**config.mk**
```make
export PLATFORM = sky130hd
export DESIGN_NAME = ipm_bus_slave
export DESIGN_NICKNAME = d
export VERILOG_FILES = /design/src/rtl/ipm_pkg.sv /design/src/rtl/ipm_decode.sv /design/src/rtl/ipm_id_rom.sv /design/src/rtl/ipm_ctrl_reg.sv /design/src/rtl/ipm_bus_slave.sv
export SDC_FILE = /design/constraint.sdc
export NUM_CORES = 1
export LEC_CHECK = 0
export ABC_AREA = 0
export BUFFER_PORTS_ARGS = -buffer_cell sky130_fd_sc_hd__buf_4
export CELL_PAD_IN_SITES_DETAIL_PLACEMENT = 1
export CELL_PAD_IN_SITES_GLOBAL_PLACEMENT = 2
export CORE_UTILIZATION = 22
export DETAILED_ROUTE_END_ITERATION = 8
export PLACE_DENSITY_LB_ADDON = 0.1
export SLEW_MARGIN = 20
export SYNTH_ARGS = -nofsm -noshare
export SYNTH_HDL_FRONTEND = slang
export SYNTH_SLANG_ARGS = --single-unit
```
**constraint.sdc**
```tcl
create_clock -name clk -period 2 [get_ports clk]
set_clock_uncertainty 0.1 [all_clocks]
set_input_delay 0.2 -clock clk [delete_from_list [all_inputs] [get_ports clk]]
set_output_delay 0.2 -clock clk [all_outputs]
set_load 0.01 [all_outputs]
```
**src/rtl/ipm_pkg.sv**
```systemverilog
package ipm_pkg;

  typedef enum logic [2:0] {
    ACC_NONE,
    ACC_CTRL_RD,
    ACC_CTRL_WR,
    ACC_CONV,
    ACC_ADC,
    ACC_ID
  } acc_kind_t;

  typedef enum logic [1:0] {
    S_IDLE,
    S_WAIT,
    S_HOLD
  } bus_state_t;

  localparam int unsigned RGN_CTRL = 0;
  localparam int unsigned RGN_CONV = 1;
  localparam int unsigned RGN_ADC  = 2;

endpackage

```
**src/rtl/ipm_decode.sv**
```systemverilog
module ipm_decode
  import ipm_pkg::*;
#(
  parameter int unsigned IO_ADDR_W = 6,
  parameter int unsigned SLOT_W    = 3
) (
  input  logic                 io_sel,
  input  logic                 id_sel,
  input  logic                 wr,
  input  logic [IO_ADDR_W-1:0] addr,
  output logic                 any_sel,
  output acc_kind_t            kind
);
  localparam int unsigned RGN_W = IO_ADDR_W - SLOT_W;

  logic [RGN_W-1:0] region;

  assign region  = addr[IO_ADDR_W-1:SLOT_W];
  assign any_sel = io_sel | id_sel;

  always_comb begin
    kind = ACC_NONE;
    if (io_sel) begin
      if (region == RGN_W'(RGN_CTRL))
        kind = wr ? ACC_CTRL_WR : ACC_CTRL_RD;
      else if (region == RGN_W'(RGN_CONV) && wr)
        kind = ACC_CONV;
      else if (region == RGN_W'(RGN_ADC) && !wr)
        kind = ACC_ADC;
    end else if (id_sel && !wr) begin
      kind = ACC_ID;
    end
  end
endmodule

```
**src/rtl/ipm_id_rom.sv**
```systemverilog
module ipm_id_rom #(
  parameter int unsigned IDX_W = 5
) (
  input  logic [IDX_W-1:0] idx,
  output logic [7:0]       byte_out
);
  always_comb begin
    case (idx)
      IDX_W'(0):  byte_out = 8'h49;
      IDX_W'(1):  byte_out = 8'h50;
      IDX_W'(2):  byte_out = 8'h41;
      IDX_W'(3):  byte_out = 8'h43;
      IDX_W'(4):  byte_out = 8'hA3;
      IDX_W'(5):  byte_out = 8'h32;
      IDX_W'(10): byte_out = 8'h0C;
      IDX_W'(11): byte_out = 8'h2E;
      default:    byte_out = 8'h00;
    endcase
  end
endmodule

```
**src/rtl/ipm_ctrl_reg.sv**
```systemverilog
module ipm_ctrl_reg #(
  parameter int unsigned DATA_W   = 16,
  parameter int unsigned TRIG_BIT = 15,
  parameter int unsigned MODE_LSB = 8,
  parameter int unsigned MODE_W   = 2
) (
  input  logic              clk,
  input  logic              rst,
  input  logic              we,
  input  logic [DATA_W-1:0] wdata,
  output logic              trig_q,
  output logic [MODE_W-1:0] mode_q,
  output logic [DATA_W-1:0] rd_word
);
  always_ff @(posedge clk) begin
    if (rst) begin
      trig_q <= 1'b0;
      mode_q <= '0;
    end else if (we) begin
      trig_q <= wdata[TRIG_BIT];
      mode_q <= wdata[MODE_LSB +: MODE_W];
    end
  end

  always_comb begin
    rd_word                     = '0;
    rd_word[TRIG_BIT]           = trig_q;
    rd_word[MODE_LSB +: MODE_W] = mode_q;
  end

  // fields change only on a write strobe
  p_ctrl_hold_r2: assert property (@(posedge clk) disable iff (rst)
    !$stable({trig_q, mode_q}) |-> $past(we));
endmodule

```
**src/rtl/ipm_bus_slave.sv**
```systemverilog
module ipm_bus_slave
  import ipm_pkg::*;
#(
  parameter int unsigned DATA_W      = 16,
  parameter int unsigned IO_ADDR_W   = 6,
  parameter int unsigned SLOT_W      = 3,
  parameter int unsigned ID_IDX_W    = 5,
  parameter int unsigned CTRL_WAITS  = 1,
  parameter int unsigned MODE_W      = 2
) (
  input  logic                 clk,
  input  logic                 rst,
  input  logic                 io_sel,
  input  logic                 id_sel,
  input  logic                 wr,
  input  logic [IO_ADDR_W-1:0] addr,
  input  logic [DATA_W-1:0]    wdata,
  input  logic [DATA_W-1:0]    adc_data,
  output logic [DATA_W-1:0]    rdata,
  output logic                 ack,
  output logic                 conv_pulse,
  output logic                 trig_ctl,
  output logic [MODE_W-1:0]    mode
);
  localparam int unsigned WCNT_W = (CTRL_WAITS < 2) ? 1 : $clog2(CTRL_WAITS);

  bus_state_t        state_q;
  logic [WCNT_W-1:0] wcnt_q;
  logic              any_sel;
  acc_kind_t         kind;
  logic [7:0]        id_byte;
  logic [DATA_W-1:0] ctrl_word;
  logic              ctrl_we;

  ipm_decode #(.IO_ADDR_W(IO_ADDR_W), .SLOT_W(SLOT_W)) u_decode (
    .io_sel  (io_sel),
    .id_sel  (id_sel),
    .wr      (wr),
    .addr    (addr),
    .any_sel (any_sel),
    .kind    (kind)
  );

  ipm_id_rom #(.IDX_W(ID_IDX_W)) u_id_rom (
    .idx      (addr[ID_IDX_W-1:0]),
    .byte_out (id_byte)
  );

  ipm_ctrl_reg #(.DATA_W(DATA_W), .MODE_W(MODE_W)) u_ctrl (
    .clk     (clk),
    .rst     (rst),
    .we      (ctrl_we),
    .wdata   (wdata),
    .trig_q  (trig_ctl),
    .mode_q  (mode),
    .rd_word (ctrl_word)
  );

  assign ctrl_we = (state_q == S_WAIT) && io_sel && (wcnt_q == '0);

  always_ff @(posedge clk) begin
    if (rst) begin
      state_q    <= S_IDLE;
      wcnt_q     <= '0;
      ack        <= 1'b0;
      conv_pulse <= 1'b0;
      rdata      <= '0;
    end else begin
      ack        <= 1'b0;
      conv_pulse <= 1'b0;
      rdata      <= '0;
      case (state_q)
        S_IDLE: begin
          if (any_sel) begin
            state_q <= S_HOLD;
            case (kind)
              ACC_CTRL_RD: begin
                ack   <= 1'b1;
                rdata <= ctrl_word;
              end
              ACC_CTRL_WR: begin
                wcnt_q  <= WCNT_W'(CTRL_WAITS - 1);
                state_q <= S_WAIT;
              end
              ACC_CONV: begin
                ack        <= 1'b1;
                conv_pulse <= 1'b1;
              end
              ACC_ADC: begin
                ack   <= 1'b1;
                rdata <= adc_data;
              end
              ACC_ID: begin
                ack   <= 1'b1;
                rdata <= {{(DATA_W-8){1'b0}}, id_byte};
              end
              default: ;
            endcase
          end
        end
        S_WAIT: begin
          if (!io_sel) begin
            state_q <= S_IDLE;
          end else if (wcnt_q == '0) begin
            ack     <= 1'b1;
            state_q <= S_HOLD;
          end else begin
            wcnt_q <= wcnt_q - 1'b1;
          end
        end
        S_HOLD: begin
          if (!any_sel) state_q <= S_IDLE;
        end
        default: state_q <= S_IDLE;
      endcase
    end
  end

  // acknowledge lasts one cycle
  p_ack_pulse_r10: assert property (@(posedge clk) disable iff (rst)
    ack |=> !ack);

  // acknowledge only follows a sampled select
  p_ack_needs_sel_r10: assert property (@(posedge clk) disable iff (rst)
    ack |-> $past(io_sel || id_sel));

  // convert pulse only with the acknowledge of a write
  p_conv_with_ack_r4: assert property (@(posedge clk) disable iff (rst)
    conv_pulse |-> (ack && $past(wr) && $past(io_sel)));

  // read data is quiet outside acknowledge
  p_rdata_quiet_r12: assert property (@(posedge clk) disable iff (rst)
    !ack |-> (rdata == '0));

  // ID reads keep the upper lane at zero
  p_id_lane_r8: assert property (@(posedge clk) disable iff (rst)
    (ack && $past(id_sel && !io_sel)) |-> (rdata[DATA_W-1:8] == '0));

  // ID writes never acknowledge
  p_id_write_r9: assert property (@(posedge clk) disable iff (rst)
    (state_q == S_IDLE && id_sel && !io_sel && wr) |=> !ack);
endmodule

```
; ---- Word-level counts from Yosys, hierarchy flattened
; Memory sizes are Yosys's and may differ from the RTL's.
; Cells that the tools add are included.
[word_totals]
mem_count = 1
mem_bits_ro = 128
out_inout_bits = 21
in_bits = 43
word_cells = 65
ff_bits = 24
[mem_list]
columns = memory, words, word_bits, read_ports, rd_clocked_by_memory_dff, write_ports, line_no
row1 = (name not given), 16, 8, 1, 0, 0, ipm_id_rom.sv:8  ; case (idx)
[classes]
eq_ne = 14
add_sub_neg = 1
bitwise = 4
muxes = 25
reduce_logical = 13
[op_table]
columns = op, n
row1 = $pmux 16 s3, 1
row2 = $mux 3, 5
row3 = $mux 2, 6
row4 = $eq 3x2->1 const B, 3
row5 = $mux 1, 9
row6 = $mux 8, 1
row7 = $eq 3x1->1 const B, 2
row8 = $eq 3x3->1 const B, 2
row9 = $ne 2x2->1 const B, 3
row10 = $pmux 2 s3, 1
row11 = $logic_and 1x1->1, 5
row12 = $pmux 1 s2, 2
row13 = $reduce_and 4->1, 1
row14 = $reduce_or 4->1, 1
row15 = $logic_not 3->1, 1
row16 = $ne 3x3->1 const B, 1
row17 = $not 1->1, 3
row18 = $reduce_and 3->1, 1
row19 = $reduce_or 3->1, 1
row20 = $eq 2x1->1 const B, 1
row21 = $eq 2x2->1 const B, 1
row22 = $logic_not 2->1, 1
row23 = $ne 2x1->1 const B, 1
row24 = $reduce_bool 2->1, 1
row25 = 3 further kinds, 3

; ---- Depth between registers and ports, before layout
[depth]
ltp_word = 11
mapped_depth = 6
mapped_depth_nobuf = 3

; ---- By module
; Synthesis repeated with hierarchy kept, for this count alone.
[unflattened]
cells_unflattened = 134
area_unflattened_um2 = 1244.9
[by_module_without_submodules]
columns = mod, instances, area_per_inst_um2, seq_area_each_um2, cells_each
row1 = ipm_bus_slave, 1, 833.3, 400.4, 82
row2 = ipm_ctrl_reg, 1, 225.2, 60.1, 26
row3 = ipm_id_rom, 1, 123.9, 0.0, 17
row4 = ipm_decode, 1, 62.6, 0.0, 9

; ---- Worst setup path before layout
; Ideal clock, no wire load.
[synth_path]
path_type = input port to flip-flop
start = input port io_sel
end = register rdata[3]
path_slack_ns = 0.340
n_path_buf = 3
required_ns = 1.812
t_arrival_ns = 1.472
setup_time_ns = 0.088
stages = 6
cell_sequence = buf_2 nor4bb_1 or4b_1 buf_2 buf_6 a311oi_2
[synth_between]
elab_chain_len = 3
word_cells_on_any_way = 8
classes_between = 3 x eq/ne / 2 x mux / 2 x bitwise / 1 x reduce/logical
[synth_lines]
columns = item, line_no
row1 = "start, declared", ipm_bus_slave.sv:13  ; input logic io_sel,
row2 = $mux 3 or $or 1x1->1 (tied branches), "ipm_decode.sv:23, ipm_decode.sv:19"
row3 = $eq 3x3->1 (tied with other cells), ipm_bus_slave.sv:76  ; case (kind)
row4 = $pmux 16 s3 or $reduce_or 3->1 (tied branches), n/a
row5 = "end signal, assigned", ipm_bus_slave.sv:79  ; rdata <= ctrl_word;
row6 = "end signal, assigned", ipm_bus_slave.sv:91  ; rdata <= adc_data;
row7 = "end signal, assigned", ipm_bus_slave.sv:95  ; rdata <= {{(DATA_W-8){1'b0}}, id_byte};
row8 = "end, declared", ipm_bus_slave.sv:19  ; output logic [DATA_W-1:0] rdata,
; Parallel ways exist; a longest one is shown, timed or not.
; A chain may end at the register's enable or synchronous reset.

; ---- Final worst setup path
[layout_path]
start = register state_q[0]
end = register rdata[13]
[layout_between]
elab_chain_len = 3
[layout_lines]
columns = item, line_no
row1 = "start, declared", ipm_bus_slave.sv:27  ; bus_state_t state_q;
row2 = "start signal, assigned", ipm_bus_slave.sv:63  ; state_q <= S_IDLE;
row3 = "start signal, assigned", ipm_bus_slave.sv:75  ; state_q <= S_HOLD;
row4 = "start signal, assigned", ipm_bus_slave.sv:83  ; state_q <= S_WAIT;
row5 = $logic_not 2->1, ipm_bus_slave.sv:72  ; case (state_q)
row6 = $not 1->1 (no source line), n/a
row7 = $reduce_or 3->1 (no source line), n/a
; No other way between the ends.

==> impl_metrics.tcl <==
set metrics [dict create \
    synthFlopType "dfxtp_1" \
    grt_start_max_net_pins 17 \
    timing.final.crit_share 0.846 \
    timing.hold.ws_ns 0.0313 \
    n_antenna_cell 0 \
    synth_top_area_frac 0.465 \
    dpl_worst_slack_ns 0.127 \
    min_period_ns 1.69 \
    status "finished, final reports clean" \
    worst_slack_ns 0.308 \
    grt.total_usage 0.128 \
    ir_drop_mv 0.227 \
    dpl-instance-area_mm2 0.00143 \
    r2r-end "rdata[13]" \
    hold_violations 0 \
    power_leakage_nw 0.617 \
    io_pins 64 \
    dp_hpwl_um 2200 \
    grt_pass1_wl_um 5020 \
    grt_overflow_total 0 \
    synth_edf_count 0 \
    p_per_area_mw_per_mm2 595 \
    die-width_um 69.1 \
    synthesis.area_um2 990 \
    route.detailed.drc 0 \
    rr_worst_depth 4 \
    rsz0062_at_grt "false" \
    worstHoldStart "rst" \
    root_buffer "clkbuf_8" \
    syn-num-nets 141 \
    final_util 0.341 \
    reg2reg_slack_ns 0.31 \
    wl_per_cell_um 14.2 \
    grt_pass1_vias 1031 \
    ctsHoldBuffers 0 \
    slew_viol_final 0 \
    r2r_start "state_q[0]" \
    dieArea_mm2 0.00477 \
    ys_top_cells_by_count "dfxtp_1 (23), nand3_1 (13), nor2_1 (8), mux2i_1 (7), a211oi_1 (6)" \
    netlist_instances 98 \
    portBuffers 50 \
    cts_resized 0 \
    antenna_found_initial 0 \
    num_rows 24 \
    post_cts_buffers 0 \
    worstHoldEndpoint "u_ctrl.mode_q[0]" \
    drt-total-wl_um 2880 \
    synth-seq-area-share 0.465 \
    drive_gt1_frac 0.417 \
    antenna_left 0 \
    fin_tns_setup_ns 0 \
    min_path_cells 2 \
    syn_area_per_cell_um2 10.1 \
    yosysTopAreaCell "dfxtp_1" \
    ys_ff_latch 23 \
    routed_via_density 4.73 \
    vias 961 \
    fmax_mhz 591 \
    crit_type "register to register" \
    start_util 0.229 \
    final_area_mm2 0.00148 \
    async_flop_share 0 \
    slew-limit-headroom 0.623 \
    fin_nets 195 \
    cts_tree "done" \
    worstPathMaxFanout 16 \
    drtIter0Drc 29 \
    clk_latency_ns 0.26 \
    yosysMostFrequentCell "dfxtp_1" \
    die_y_um 69.1 \
    cap_violations 0 \
    critPathLaunchType "register" \
    clk_pin_slew_ns 0.09 \
    place.gp.congestion 0.668 \
    cts_buffer_depth 2 \
    numCtsBuffers 3 \
    synth_cell_types 29 \
    worst_ep_required_time_ns 2.07 \
    critPathArrivalTime_ns 1.76 \
    clock-sinks 23 \
    area_growth_pct 49.2 \
    htree_levels 1 \
    hold_class "primary input to register" \
    worstMarginPinSlew_ns 0.558 \
    end_kind "register" \
    drtPass1Iterations 4 \
    final-setup-viol-count 0 \
    core_area_mm2 0.00432 \
    yosysWarnings 0 \
    yosys-top-cells-area "dfxtp_1 (47%), mux2i_1 (7.1%), nand3_1 (6.6%), a211oi_1 (4.6%), nor4b_1 (4.4%)" \
]
==> layout make-up <==
type                       count  area, um^2
clock buffer                   3        41.3
timing repair buffer          55         413
fill                         520        2850
clock inverter                 1        5.00
inverter                       1        3.75
tap                           52        65.1
multi-input combinational     68         488
sequential                    23         460
==> report_power, final <==
group	total (mW)	leakage [nW]	switching, mW	internal, mW
sequential	0.463	0.186	0.00274	0.461
clock	0.297	0.0255	0.157	0.139
combinational	0.119	0.405	0.0571	0.0616
total	0.879	0.617	0.217	0.661
==> layout by cell type, fill, tap and decap left out <==
cell type	Yosys	routed
a211oi_1	6	6
a311oi_1	2	2
a311oi_2	2	2
and2_1	1	1
and3_1	2	2
buf_4	1	55
clkbuf_8	0	3
clkinv_2	0	1
dfxtp_1	23	23
inv_1	1	1
mux2i_1	7	7
nand2_1	2	2
nand3_1	13	13
nand3b_1	2	2
nand4_1	1	1
nand4b_1	2	2
nor2_1	8	8
nor2b_1	1	1
nor3_1	4	4
nor3b_1	1	1
nor4_1	1	1
nor4b_1	5	5
nor4b_2	1	1
nor4bb_1	2	2
o211a_1	1	1
o21bai_1	1	1
or3b_2	1	1
or4b_1	2	2
==> per-layer routing <==
metal	track usage	vias to the layer above	routed length [um]
li1	-	481	-
met2	0.216	26	1400
met5	0	-	0
met4	0.0340	0	19
met3	0.0307	2	140
met1	0.164	452	1320
==> how the worst max path moves through the flow <==
stage | end | slack [ns] | startpoint
6_report | rdata[13] | 0.31 | state_q[0]
5_1_grt | rdata[10] | 0.13 | state_q[0]
4_1_cts | rdata[10] | 0.28 | state_q[0]
3_5_place_dp | rdata[10] | 0.13 | wr
3_3_place_gp | rdata[14] | 0.19 | wr
2_1_floorplan | rdata[3] | 0.34 | io_sel
==> metrics by stage <==
stage | instances | power [mW]
after global placement | 199 | 0.592
after global routing | 203 | 0.928
after CTS | 203 | 0.897
after detailed placement | 199 | 0.594
final | 203 | 0.879
after floorplan | 98 | 0.527
==> sequential cells by signal (all words and copies together) (netlist names) <==
register and flops:
rdata 16, state_q 2, u_ctrl.mode_q 2, ack 1, conv_pulse 1, u_ctrl.trig_q 1
==> worst max-delay path, cell delays in order, from the launching register on <==
cell and delay (ns):
dfxtp_1 0.37, nor2_1 0.16, or4b_1 0.45, buf_4 0.21, nor4b_1 0.30
==> kinds of logic (layout without fill, tap and decap cells) <==
family,count (synthesis),after routing,synth area share
compound gates,12,12,0.111
mux,7,7,0.0708
buf+inv,7,60,0.0417
flops,23,23,0.465
simple gates,49,49,0.311
Note: power is estimated with default switching activity, not from simulation.
